### config.mk
export PLATFORM = sky130hd
export DESIGN_NAME = sec_alarm_timer
export DESIGN_NICKNAME = d
export VERILOG_FILES = /design/src/rtl/sat_pkg.sv /design/src/rtl/sat_prescaler.sv /design/src/rtl/sat_counter.sv /design/src/rtl/sat_status.sv /design/src/rtl/sec_alarm_timer.sv
export SDC_FILE = /design/constraint.sdc
export NUM_CORES = 1
export LEC_CHECK = 0
export BUFFER_PORTS_ARGS = -buffer_cell sky130_fd_sc_hd__buf_4
export CAP_MARGIN = 10
export CORE_AREA = 3 3 127 129
export CTS_BUF_LIST = sky130_fd_sc_hd__clkbuf_2 sky130_fd_sc_hd__clkbuf_4 sky130_fd_sc_hd__clkbuf_8
export DETAILED_ROUTE_END_ITERATION = 10
export DIE_AREA = 0 0 130 132
export PLACE_DENSITY = 0.73
export SLEW_MARGIN = 5
export SYNTH_ARGS = -nofsm -noshare
export SYNTH_HDL_FRONTEND = slang
export SYNTH_SLANG_ARGS = --single-unit
### constraint.sdc
create_clock -name clk -period 4.3 [get_ports clk]
set_clock_uncertainty 0.15 [all_clocks]
set_input_delay 0.215 -clock clk [delete_from_list [all_inputs] [get_ports clk]]
set_output_delay 0.215 -clock clk [all_outputs]
set_load 0.05 [all_outputs]
### src/rtl/sat_pkg.sv
package sat_pkg;
  localparam int unsigned PRESC_W = 16;
  localparam int unsigned CNT_W   = 32;
  localparam int unsigned NFLAG   = 2;
  localparam int unsigned IE_OFS  = 16;

  localparam logic [4:0] A_MODE   = 5'h00;
  localparam logic [4:0] A_ALARM  = 5'h04;
  localparam logic [4:0] A_COUNT  = 5'h08;
  localparam logic [4:0] A_STAT   = 5'h0C;
  localparam logic [4:0] A_BACKUP = 5'h10;

  localparam int unsigned F_ALM  = 0;
  localparam int unsigned F_INC  = 1;
  localparam int unsigned B_TRST = 18;

  localparam logic [PRESC_W-1:0] DIV_RESET = 16'h8000;

  // last prescaler state before wrap; zero divide means full range
  function automatic logic [PRESC_W-1:0] last_phase(input logic [PRESC_W-1:0] dv);
    if (dv == '0) return '1;
    return dv - 1'b1;
  endfunction

  // alarm comparison with the all-ones value meaning disarmed
  function automatic logic alarm_due(input logic [CNT_W-1:0] nxt,
                                     input logic [CNT_W-1:0] alm);
    return (alm != '1) && (nxt == alm);
  endfunction
endpackage

### src/rtl/sat_prescaler.sv
module sat_prescaler import sat_pkg::*; #(
  parameter int unsigned PW = PRESC_W
) (
  input  logic          clk,
  input  logic          rst_n,
  input  logic          clr,
  input  logic          slow_en,
  input  logic [PW-1:0] div,
  output logic          tick,
  output logic [PW-1:0] phase
);
  logic [PW-1:0] last;
  logic          at_end;

  always_comb begin
    last   = last_phase(div);
    at_end = (phase >= last);
    tick   = slow_en && !clr && at_end;
  end

  always_ff @(posedge clk or negedge rst_n) begin
    if (!rst_n)       phase <= '0;
    else if (clr)     phase <= '0;
    else if (slow_en) phase <= at_end ? '0 : phase + 1'b1;
  end
endmodule

### src/rtl/sat_counter.sv
module sat_counter import sat_pkg::*; #(
  parameter int unsigned CW = CNT_W
) (
  input  logic          clk,
  input  logic          rst_n,
  input  logic          clr,
  input  logic          tick,
  input  logic [CW-1:0] alarm_val,
  output logic [CW-1:0] count,
  output logic          alarm_hit
);
  logic [CW-1:0] nxt;

  always_comb begin
    nxt       = count + 1'b1;
    alarm_hit = tick && !clr && alarm_due(nxt, alarm_val);
  end

  always_ff @(posedge clk or negedge rst_n) begin
    if (!rst_n)    count <= '0;
    else if (clr)  count <= '0;
    else if (tick) count <= nxt;
  end
endmodule

### src/rtl/sat_status.sv
module sat_status import sat_pkg::*; #(
  parameter int unsigned NF = NFLAG
) (
  input  logic          clk,
  input  logic          rst_n,
  input  logic [NF-1:0] set_ev,
  input  logic          rd_clr,
  input  logic [NF-1:0] enable,
  output logic [NF-1:0] flags,
  output logic          irq
);
  logic [NF-1:0] live;

  for (genvar i = 0; i < NF; i++) begin : g_flag
    always_ff @(posedge clk or negedge rst_n) begin
      if (!rst_n)         flags[i] <= 1'b0;
      else if (set_ev[i]) flags[i] <= 1'b1;
      else if (rd_clr)    flags[i] <= 1'b0;
    end
    assign live[i] = flags[i] & enable[i];
  end

  assign irq = |live;
endmodule

### src/rtl/sec_alarm_timer.sv
module sec_alarm_timer import sat_pkg::*; #(
  parameter int unsigned PW = PRESC_W,
  parameter int unsigned CW = CNT_W
) (
  input  logic          clk,
  input  logic          rst_n,
  input  logic          slow_en,
  input  logic          bus_sel,
  input  logic          bus_wr,
  input  logic [4:0]    bus_addr,
  input  logic [31:0]   bus_wdata,
  output logic [31:0]   bus_rdata,
  output logic          irq
);
  localparam int unsigned NF = NFLAG;

  logic [PW-1:0] div_q;
  logic [NF-1:0] ie_q;
  logic [CW-1:0] alarm_q;
  logic [31:0]   backup_q;

  logic wr_cyc, rd_cyc, tmr_rst, stat_rd;
  logic sec_tick, alarm_hit;
  logic [PW-1:0] pcnt_q;
  logic [CW-1:0] cnt_q;
  logic [NF-1:0] stat_q, set_ev;

  assign wr_cyc  = bus_sel && bus_wr;
  assign rd_cyc  = bus_sel && !bus_wr;
  assign tmr_rst = wr_cyc && (bus_addr == A_MODE) && bus_wdata[B_TRST];
  assign stat_rd = rd_cyc && (bus_addr == A_STAT);

  always_ff @(posedge clk or negedge rst_n) begin
    if (!rst_n) begin
      div_q    <= DIV_RESET;
      ie_q     <= '0;
      alarm_q  <= '1;
      backup_q <= '0;
    end else if (wr_cyc) begin
      case (bus_addr)
        A_MODE: begin
          div_q <= bus_wdata[PW-1:0];
          ie_q  <= bus_wdata[IE_OFS +: NF];
        end
        A_ALARM:  alarm_q  <= bus_wdata[CW-1:0];
        A_BACKUP: backup_q <= bus_wdata;
        default: ;
      endcase
    end
  end

  sat_prescaler #(.PW(PW)) u_presc (
    .clk(clk), .rst_n(rst_n), .clr(tmr_rst), .slow_en(slow_en),
    .div(div_q), .tick(sec_tick), .phase(pcnt_q)
  );

  sat_counter #(.CW(CW)) u_cnt (
    .clk(clk), .rst_n(rst_n), .clr(tmr_rst), .tick(sec_tick),
    .alarm_val(alarm_q), .count(cnt_q), .alarm_hit(alarm_hit)
  );

  always_comb begin
    set_ev        = '0;
    set_ev[F_ALM] = alarm_hit;
    set_ev[F_INC] = sec_tick;
  end

  sat_status #(.NF(NF)) u_stat (
    .clk(clk), .rst_n(rst_n), .set_ev(set_ev), .rd_clr(stat_rd),
    .enable(ie_q), .flags(stat_q), .irq(irq)
  );

  always_comb begin
    bus_rdata = '0;
    if (rd_cyc) begin
      case (bus_addr)
        A_MODE: begin
          bus_rdata[PW-1:0]         = div_q;
          bus_rdata[IE_OFS +: NF]   = ie_q;
        end
        A_ALARM:  bus_rdata[CW-1:0] = alarm_q;
        A_COUNT:  bus_rdata[CW-1:0] = cnt_q;
        A_STAT:   bus_rdata[NF-1:0] = stat_q;
        A_BACKUP: bus_rdata         = backup_q;
        default:  bus_rdata         = '0;
      endcase
    end
  end
endmodule

==> summary.md, run 1 <==
| Metric | Value |
|---|---|
| Vias in the first global route | 6814 |
| Ports | 75 |
| DP Worst Slack | 0.102 ns |
| Post-synth top cells | 99 x dfrtp_1, 82 x nor2_1, 79 x mux2_2 |
| Hold Path Class | input pin to flip-flop |
| Syn Std Cell Area | 0.00820 mm^2 |
| Status | finished clean |
| Final setup vio count | 0 |
| Main synth FF type | dfrtp_1 |
| Synth area leaders | dfrtp_1 30%, mux2_2 11%, dfstp_2 11% |
| Mapped Avg Cell Area | 10.1 um^2 |
| Vias | 6956 |
| WP data required | 4.52 ns |
| FP Rows | 45 |
| Maxcap violations | 0 |
| Post-DP HPWL | 16000 um |
| Core Util, Final | 0.636 |
| F_max | 251 MHz |
| Critical Path AT | 4.21 ns |
| Period utilization | 0.927 |
| Final Hold Vio Count | 0 |
| Synth area leader | dfrtp_1 |
| Hold slack | just under 0.03 ns |
| First-pass GRT wire length | around 36000 um |
| Ant. Diodes | 0 |
| Final WS setup | 0.312 ns |
| Remaining DRCs | 0 |
| Largest net degree at the start of global routing | 61 |
| Maximum VDD drop | roughly 0.25 mV |
| Non-Filler Instances | 1107 |
| Initial Util | 0.542 |
| Clk_lat worst skew | roughly 0.46 ns |
| Crit path buf inv count | 2 |
| Share of flip-flops with an asynchronous set or reset | 1.00 |
| Slew @ Worst Pin | around 1.1 ns |
| Post-DR wirelength/cell | 20.6 um |
| Die area | 0.0172 mm^2 |
| Vias/cell | 6.28 |
| Max transition margin | 0.289 |
| LEAKAGE | a little over 4 nW |
| Cells after DPL | 1038 |
| Syn Nets | 876 |
| Crit. End Element | flip-flop |
| Crit path cell chain | nor4_4 -> nand2b_1 -> nor3b_2 -> nand2_1 -> nor3_2 -> buf_4 -> nand2b_1 -> ha_1 -> or3b_2 -> o2111ai_1 -> a31oi_1 -> o21bai_1 -> nand4_1 -> buf_6 -> a31oi_1 -> o21ai_0 -> o31ai_1 |
| CTS root buf | clkbuf_8 |
| Register area share after synthesis | 0.408 |
| Global placer's final weighted congestion | 0.901 |
| Yosys cell types | 74 |
| ANT nets after route | 0 |
| Max incr delay on CP | 0.46 ns |
| Overall Global Routing Usage | 0.268 |
| Chip width | 130 um |
| CTS Buf Count | 17 |
| Worst Setup Start Kind | flip-flop |
| DR pass1 iterations | 6 |
| Initial drt markers | 740 |
| Crit-path max FO | 30 |
| Core ar. | 0.0151 mm^2 |
| Count leader, synth | dfrtp_1 |
| Final #Nets | 967 |
| CTS Sinks | between 100 and 150 |
| Clock Path Buffers | 2 |
| Synth top area share | 0.302 |
| Clock transition at the registers of the reported paths | 0.09 ns |
| Critical path's top delay family | simple AND/OR/NAND/NOR gates |
| Layout cells sized above 1 | 0.289 |
| H-tree levels | 4 |
| Grt ovf | 0 |
| Max-slew violations | 0 |
| Number of synthesized flops with an enable pin | 0 |
| Gate Count Post-Synth | between 800 and 900 |
| Critical path's slowest cell | dfrtp_1 |
| Fin crit period | 3.99 ns |
| Crit path kind | flip-flop to flip-flop |
| #FFs+latches synth | 132 |
| Final Routed Wirelength | 22800 um |
| P per Cell Area | around 350 mW/mm^2 |
| CTS tree | done |
| Die height | around 130 um |
| Port Buffer Count | 74 |
| Area delta synth->final | 17.5% |
| Pwr Total | 0.00340 W |
| Initial antenna violation count | 0 |
| Synth warnings | 0 |
## logic make-up (layout without fill, tap and decap cells)
family | Yosys count | count (layout) | share of synthesized area
simple gates | 275 | 275 | 0.183
flops | 132 | 132 | 0.408
mux | 84 | 84 | 0.115
fa+ha+maj | 19 | 19 | 0.0290
xor+xnor | 88 | 88 | 0.0940
buf+inv | 66 | 170 | 0.0433
compound gates | 151 | 151 | 0.128
## flip-flops by register name, indices dropped and copies added, names as in the netlist
register	flops
div_q	16
u_cnt.count	32
u_presc.phase	16
u_stat.flags	2
ie_q	2
backup_q	32
alarm_q	32
## power by group
group	leakage (nW)	switching, W	internal (W)
clock network	0.208	0.000518	0.000578
logic	2.23	0.000342	0.000346
registers	1.67	0.000203	0.00141
total	4.11	0.00106	0.00234
## layout make-up
type                       count  area (um^2)
clock buffer                  21          289
clock inverter                11          125
fill                        1219         5510
inverter                      10         37.5
multi-input combinational    617         4550
sequential                   132         3340
tap                          188          235
timing repair buffer         128         1060
## layout by cell type, fill, tap and decap left out, drive strengths merged, types with 19 or more instances in the layout
cell,count
nand2,44
nand3,23
clkbuf,21
nand4,38
dfrtp,99
o21ai,35
dlygate4sd3,33
xnor2,43
mux2,80
and3,19
ha,19
dfstp,33
a22oi,32
xor2,45
a21oi,25
nor2,83
buf,95
## worst reg2reg max path, stage by stage (launching register included)
cell and delay (ns):
dfrtp_1 0.46, nor4_4 0.32, nand2b_1 0.16, nor3b_2 0.26, nand2_1 0.10, nor3_2 0.19
buf_4 0.17, nand2b_1 0.12, ha_1 0.23, or3b_2 0.43, o2111ai_1 0.11, a31oi_1 0.15
o21bai_1 0.23, nand4_1 0.20, buf_6 0.23, a31oi_1 0.19, o21ai_0 0.10, o31ai_1 0.11
## through the flow
| step | TNS [ns] | instance area (um^2) |
|---|---|---|
| global placement | 0 | 8830 |
| detailed placement | 0 | 8830 |
| CTS | 0 | 9580 |
| floorplan | 0 | 8200 |
| finish | 0 | 9640 |
| global route | -0.0210 | 9640 |
## path summary, 6_finish.rpt
check                                              start                             to  slack (ns)  cells past startpoint
min                                               bus_wr         alarm_q[6]$_DFFE_PN1P_        0.03                      3
min reg2reg                u_presc.phase[15]$_DFFE_PN0P_  u_presc.phase[15]$_DFFE_PN0P_        0.35                      1
max                                 div_q[2]$_DFFE_PN0P_  u_presc.phase[13]$_DFFE_PN0P_        0.31                     17
max in group asynchronous                          rst_n          div_q[12]$_DFFE_PN0P_        2.68                      3
max reg2reg                         div_q[2]$_DFFE_PN0P_  u_presc.phase[13]$_DFFE_PN0P_        0.31                     17
min in group asynchronous                          rst_n       backup_q[30]$_DFFE_PN0P_        0.24                      2
## what timing repair did
item	in CTS	in global routing
endpoints found under the hold margin	131	0
hold buffers	33	0
gates resized for setup	0	5
setup endpoints to repair	0	49
buffers inserted	0	3
## metal layers
| layer | vias to the layer above | GRT usage | part of all wire |
|---|---|---|---|
| met5 | - | 0 | 0 |
| met4 | 0 | 0.0745 | 0.015 |
| met3 | 29 | 0.0511 | 0.063 |
| met2 | 263 | 0.419 | 0.48 |
| met1 | 3493 | 0.383 | 0.45 |
| li1 | 3171 | - | - |
(Power assumes the default switching activity.)
==> run 2, diff against run 1 <==
--- a/config.mk
+++ b/config.mk
@@ -12,6 +12,7 @@
 export DETAILED_ROUTE_END_ITERATION = 10
 export DIE_AREA = 0 0 130 132
 export PLACE_DENSITY = 0.73
+export RECOVER_POWER = 50
 export SLEW_MARGIN = 5
 export SYNTH_ARGS = -nofsm -noshare
 export SYNTH_HDL_FRONTEND = slang
==> run 2 against run 1 <==
  * The flow now finishes with violations (capacitance limit, slew limit)
  * Critical path type unchanged
  * Clock power about the same
  * Cell count unchanged
  * Maximum frequency down 0.11%
  * Sequential share of layout area up 0.072 points
==> summary.md, run 2 (same netlist as run 1, synthesis figures left out) <==
| Metric | Value |
|---|---|
| Clock Path Buffers | 2 (unchanged) |
| FP Rows | 45 (unchanged) |
| Fill cells | 1227 (was 1219) |
| Global placer's final weighted congestion | 0.901 (unchanged) |
| Slew @ Worst Pin | 3.47 ns (was 1.06 ns) |
| Area delta synth->final | 17.3% (was 17.5%) |
| Crit path cell chain | nor4_4 -> nand2b_1 -> nor3b_2 -> nand2_1 -> nor3_2 -> buf_4 -> nand2b_1 -> ha_1 -> or3b_2 -> o2111ai_1 -> a31oi_1 -> o21bai_1 -> nand4_1 -> buf_6 -> a31oi_1 -> o21ai_0 -> o31ai_1 (unchanged) |
| Max-slew violations | 78 (was 0) |
| Worst Setup Start Kind | flip-flop (unchanged) |
| Violated checks | capacitance limit, slew limit |
| Post-DP HPWL | 16000 um (unchanged) |
| CTS tree | done (unchanged) |
| Most common cell after layout, fill and taps aside | dfrtp_1 (unchanged) |
| Maximum VDD drop | 0.253 mV (about the same) |
| Hold Path Class | input pin to flip-flop (unchanged) |
| Setup TNS | 0 ns (unchanged) |
| Ant. Diodes | 0 (unchanged) |
| Maxcap violations | 2 (was 0) |
| Final #Nets | 967 (unchanged) |
| Final Hold Vio Count | 0 (unchanged) |
| Status | finished with violations (was finished clean) |
| First-pass GRT wire length | 36300 um (unchanged) |
| Crit path kind | flip-flop to flip-flop (unchanged) |
| Vias/cell | 6.32 (was 6.28) |
| Final WS setup | 0.308 ns (was 0.312 ns) |
| Overall Global Routing Usage | 0.268 (unchanged) |
| Initial antenna violation count | 0 (unchanged) |
| Core ar. | 0.0151 mm^2 (unchanged) |
| Largest net degree at the start of global routing | 61 (unchanged) |
| Layout cells sized above 1 | 0.284 (was 0.289) |
| Hold-critical path depth | 3 (unchanged) |
| Final Routed Wirelength | 22800 um (about the same) |
| Most frequent cells in the layout | 99 x dfrtp_1, 89 x buf_4, 81 x nor2_1 (was 99 x dfrtp_1, 93 x buf_4, 80 x nor2_1) |
| Critical path's slowest cell | dfrtp_1 (unchanged) |
| Hold slack | 0.0252 ns (was 0.0296 ns) |
| CTS Sinks | 132 (unchanged) |
| Ports | 75 (unchanged) |
| Vias in the first global route | 6814 (unchanged) |
| ANT nets after route | 0 (unchanged) |
| Post-DR wirelength/cell | 20.6 um (about the same) |
| Initial Util | 0.542 (unchanged) |
| Critical Path AT | 4.21 ns (about the same) |
| Clock transition at the registers of the reported paths | 0.09 ns (about the same) |
| Period utilization | 0.928 (was 0.927) |
| P per Cell Area | 353 mW/mm^2 (about the same) |
| Max transition margin | -1.31 (was 0.289) |
| CTS Buf Count | 17 (unchanged) |
| Vias | 6999 (was 6956) |
| H-tree levels | 4 (unchanged) |
| Fin crit period | 3.99 ns (about the same) |
| Max incr delay on CP | 0.46 ns (about the same) |
| Final setup vio count | 0 (unchanged) |
| WP data required | 4.52 ns (about the same) |
| Largest regs | alarm_q: 32 flops, backup_q: 32 flops, u_cnt.count: 32 flops (unchanged) |
| Chip width | 130 um (unchanged) |
| LEAKAGE | 4.09 nW (was 4.11 nW) |
| F_max | 251 MHz (about the same) |
| Crit. End Element | flip-flop (unchanged) |
| DR pass1 iterations | 6 (unchanged) |
| Die height | 132 um (unchanged) |
| Die area | 0.0172 mm^2 (unchanged) |
| Clk_lat worst skew | 0.46 ns (about the same) |
| DP Worst Slack | 0.102 ns (unchanged) |
| Port Buffer Count | 74 (unchanged) |
| Worst Reg-to-Reg Cells | 17 (unchanged) |
| Grt ovf | 0 (unchanged) |
| Initial drt markers | 775 (was 740) |
| Remaining DRCs | 0 (unchanged) |
| Crit-path max FO | 30 (unchanged) |
| CTS root buf | clkbuf_8 (unchanged) |
[run 2: area by class of cell]
cell class                      count  area, um^2  area share
Clock inverter                     11         125      0.0130
Inverter                           10        37.5     0.00390
Sequential cell                   132        3340       0.348
Multi-Input combinational cell    617        4540       0.472
Tap cell                          188         235      0.0245
Timing Repair Buffer              128        1050       0.109
Clock buffer                       21         289      0.0301
[run 2: worst paths after layout]
path | startpoint | end | slack (ns)
max | div_q[2]$_DFFE_PN0P_ | u_presc.phase[13]$_DFFE_PN0P_ | 0.31
min | bus_wr | alarm_q[6]$_DFFE_PN1P_ | 0.03
max reg2reg | div_q[2]$_DFFE_PN0P_ | u_presc.phase[13]$_DFFE_PN0P_ | 0.31
min reg2reg | u_presc.phase[15]$_DFFE_PN0P_ | u_presc.phase[15]$_DFFE_PN0P_ | 0.35
max in group asynchronous | rst_n | alarm_q[15]$_DFFE_PN1P_ | 0.69
min in group asynchronous | rst_n | backup_q[29]$_DFFE_PN0P_ | 1.33
[run 2: worst max-delay path: cells and delay by family, from the launching register on]
family / cells / cell delay (ns)
AND/OR/NAND/NOR: 8 / 1.78
flip-flops: 1 / 0.46
AO/OA/AOI/OAI: 6 / 0.88
buffers and inverters: 2 / 0.40
adder cells (fa/ha/maj): 1 / 0.23
[run 2: what timing repair did]
item	CTS	global route
hold endpoints to repair	131	0
resized for setup	0	5
setup endpoints to repair	0	49
hold buffers	33	0
buffers inserted	0	3
[run 2: power by group]
group	switching [W]	total, W	internal, W
combinational	0.000343	0.000686	0.000344
sequential	0.000201	0.00162	0.00141
clock	0.000519	0.00110	0.000578
[run 2: per-layer routing]
| layer | up-vias | track usage | share of wire |
|---|---|---|---|
| met3 | 35 | 0.0511 | 0.059 |
| met4 | 0 | 0.0745 | 0.016 |
| met5 | - | 0 | 0 |
| met2 | 265 | 0.419 | 0.48 |
| li1 | 3171 | - | - |
| met1 | 3528 | 0.383 | 0.45 |
[run 2: stage by stage]
step	power, W	std cells	instance area (um^2)	utilization
finish	0.00340	1107	9620	0.635
global placement	0.00224	1038	8830	0.583
global route	0.00356	1107	9620	0.635
floorplan	0.00204	815	8200	-
CTS	0.00339	1103	9580	0.632
detailed placement	0.00228	1038	8830	0.583
==> run 3, diff against run 2 <==
--- a/config.mk
+++ b/config.mk
@@ -13,6 +13,7 @@
 export DIE_AREA = 0 0 130 132
 export PLACE_DENSITY = 0.73
 export RECOVER_POWER = 50
+export REMOVE_ABC_BUFFERS = 1
 export SLEW_MARGIN = 5
 export SYNTH_ARGS = -nofsm -noshare
 export SYNTH_HDL_FRONTEND = slang
==> run 3 against run 2 <==
  * The run still ends with capacitance limit, slew limit left
  * Routed wire length shrank 4.0%
  * Core utilization shrank 0.67 points
  * Count of clock-buffer cells in the layout shrank 1
  * Critical path depth is the same
  * Sequential share of layout area grew 0.37 points
  * Critical endpoint is now u_stat.flags[0]$_DFFE_PN0P_
  * Largest cell class unchanged
  * Largest power group unchanged
==> summary.md, run 3 (same netlist as run 1, synthesis figures left out) <==
| Metric | Value |
|---|---|
| Reg2Reg Setup Slack | 0.30 ns (was 0.31 ns) |
| Final Routed Wirelength | 21900 um (was 22800 um) |
| Remaining DRCs | 0 (unchanged) |
| Pwr Total | 0.00328 W (was 0.00340 W) |
| Hold Path Class | input pin to flip-flop (unchanged) |
| RSZ-0062 raised after global routing | false |
| Layout cells sized above 1 | 0.280 (was 0.284) |
| Max transition margin | -0.145 (was -1.31) |
| Ports | 75 (unchanged) |
| Clk_lat worst skew | 0.47 ns (was 0.46 ns) |
| Most frequent cells in the layout | 99 x dfrtp_1, 83 x buf_4, 80 x nor2_1 (was 99 x dfrtp_1, 89 x buf_4, 81 x nor2_1) |
| Final Hold Vio Count | 0 (unchanged) |
| Clock Path Buffers | 2 (unchanged) |
| Fill cells | 1243 (was 1227) |
| Vias in the first global route | 6981 (was 6814) |
| Crit. End Element | flip-flop (unchanged) |
| Cells after DPL | 1036 (was 1038) |
| Post-DP HPWL | 15400 um (was 16000 um) |
| Slew @ Worst Pin | 1.72 ns (was 3.47 ns) |
| DP Worst Slack | 0.181 ns (was 0.102 ns) |
| Largest regs | alarm_q: 32 flops, backup_q: 32 flops, u_cnt.count: 32 flops (unchanged) |
| F_max | 250 MHz (was 251 MHz) |
| FP Rows | 45 (unchanged) |
| Die height | 132 um (unchanged) |
| DR pass1 iterations | 9 (was 6) |
| Port Buffer Count | 74 (unchanged) |
| Core ar. | 0.0151 mm^2 (unchanged) |
| Crit-path max FO | 6 (was 30) |
| Area delta synth->final | 16.0% (was 17.3%) |
| Max-slew violations | 135 (was 78) |
| Setup bufs post-CTS | 0 (unchanged) |
| Initial antenna violation count | 0 (unchanged) |
| Violated checks | capacitance limit, slew limit (unchanged) |
| WP data required | 4.55 ns (was 4.52 ns) |
| Maxcap violations | 2 (unchanged) |
| Chip width | 130 um (unchanged) |
| CTS tree | done (unchanged) |
| Final WS setup | 0.299 ns (was 0.308 ns) |
| Initial Util | 0.542 (unchanged) |
| Die area | 0.0172 mm^2 (unchanged) |
| Vias/cell | 6.34 (was 6.32) |
| CTS root buf | clkbuf_8 (unchanged) |
| Worst Setup Start Kind | flip-flop (unchanged) |
| Period utilization | 0.930 (was 0.928) |
| Global placer's final weighted congestion | 0.921 (was 0.901) |
| CTS Sinks | 132 (unchanged) |
| Final #Nets | 961 (was 967) |
| CTS Buf Count | 17 (unchanged) |
| Crit path kind | flip-flop to flip-flop (unchanged) |
| ANT nets after route | 0 (unchanged) |
| Largest net degree at the start of global routing | 68 (was 61) |
| Ant. Diodes | 0 (unchanged) |
| Clock transition at the registers of the reported paths | 0.07 ns (was 0.09 ns) |
| Vias | 6978 (was 6999) |
| Non-Filler Instances | 1101 (was 1107) |
| Most common cell after layout, fill and taps aside | dfrtp_1 (unchanged) |
| P per Cell Area | 345 mW/mm^2 (was 353 mW/mm^2) |
| First-pass GRT wire length | 36200 um (was 36300 um) |
| Initial drt markers | 680 (was 775) |
| H-tree levels | 4 (unchanged) |
| Critical Path AT | 4.25 ns (was 4.21 ns) |
| Status | finished with violations (unchanged) |
| Overall Global Routing Usage | 0.262 (was 0.268) |
| Fin crit period | 4.00 ns (was 3.99 ns) |
| Post-DR wirelength/cell | 19.9 um (was 20.6 um) |
| Maximum VDD drop | 0.238 mV (was 0.253 mV) |
| Final setup vio count | 0 (unchanged) |
| Grt ovf | 0 (unchanged) |
| LEAKAGE | 4.03 nW (was 4.09 nW) |
## run 3: changes by cell type in the layout (fill, tap and decap cells not counted), moves of 2 or more
cell / delta
buf_4: -6
clkinvlp_4: +3
clkbuf_2: +2
clkbuf_8: -3
nor4_2: +2
## run 3: cell type report
class                           instances  area [um^2]  area share
Sequential cell                       132         3340       0.351
Tap cell                              188          235      0.0247
Timing Repair Buffer                  122          995       0.105
Clock inverter                         12          109      0.0114
Inverter                               10         37.5     0.00394
Clock buffer                           20          263      0.0276
Multi-Input combinational cell        617         4530       0.476
## run 3: layer usage
layer | GRT usage | vias to the layer above | wire length (um)
met1 | 0.357 | 3485 | 9630
met5 | 0 | - | 0
met4 | 0.0826 | 0 | 405
li1 | - | 3161 | -
met2 | 0.417 | 291 | 10600
met3 | 0.0596 | 41 | 1310
## run 3: final timing paths
kind,start,to,cells after the start
setup / recovery,div_q[2]$_DFFE_PN0P_,u_stat.flags[0]$_DFFE_PN0P_,17
hold / removal,bus_addr[3],u_stat.flags[0]$_DFFE_PN0P_,3
setup reg to reg,div_q[2]$_DFFE_PN0P_,u_stat.flags[0]$_DFFE_PN0P_,17
hold reg to reg,backup_q[29]$_DFFE_PN0P_,backup_q[29]$_DFFE_PN0P_,1
max in group asynchronous,rst_n,u_cnt.count[0]$_DFFE_PN0P_,3
min in group asynchronous,rst_n,u_presc.phase[5]$_DFFE_PN0P_,2
## run 3: repair_timing
item                       CTS  global route
setup endpoints to repair    0            20
gates resized for setup      0             4
hold endpoints to repair   132             0
hold buffers                33             0
## run 3: critical path, cell delays in order (launching register included)
cell,delay [ns]
dfrtp_1,0.46
nor4_2,0.34
nand2b_1,0.17
nor4_1,0.21
buf_4,0.19
nand2_1,0.09
nor2_1,0.15
xor2_1,0.19
nor2_1,0.07
ha_1,0.30
a21oi_1,0.07
nor2_1,0.10
a211oi_1,0.06
buf_4,0.16
a2111oi_2,0.39
o2111ai_1,0.21
nor4_2,0.41
a32o_1,0.22
## run 3: power by group
part	switching [W]	internal, W	leakage (nW)	total [W]
sequential	0.000198	0.00141	1.67	0.00161
combinational	0.000337	0.000334	2.18	0.000671
clock	0.000515	0.000482	0.178	0.000997
total	0.00105	0.00223	4.03	0.00328
## run 3: metrics by stage
step / setup TNS (ns) / cell area [um^2] / utilization / hold WS (ns)
after floorplan: -11.06 / 7880 / - / -0.231
after global placement: 0 / 8830 / 0.583 / 0.217
after detailed placement: 0 / 8830 / 0.583 / 0.240
after CTS: 0 / 9530 / 0.629 / 0.0338
after global routing: 0 / 9520 / 0.628 / 0.0681
final: 0 / 9520 / 0.628 / 0.0454
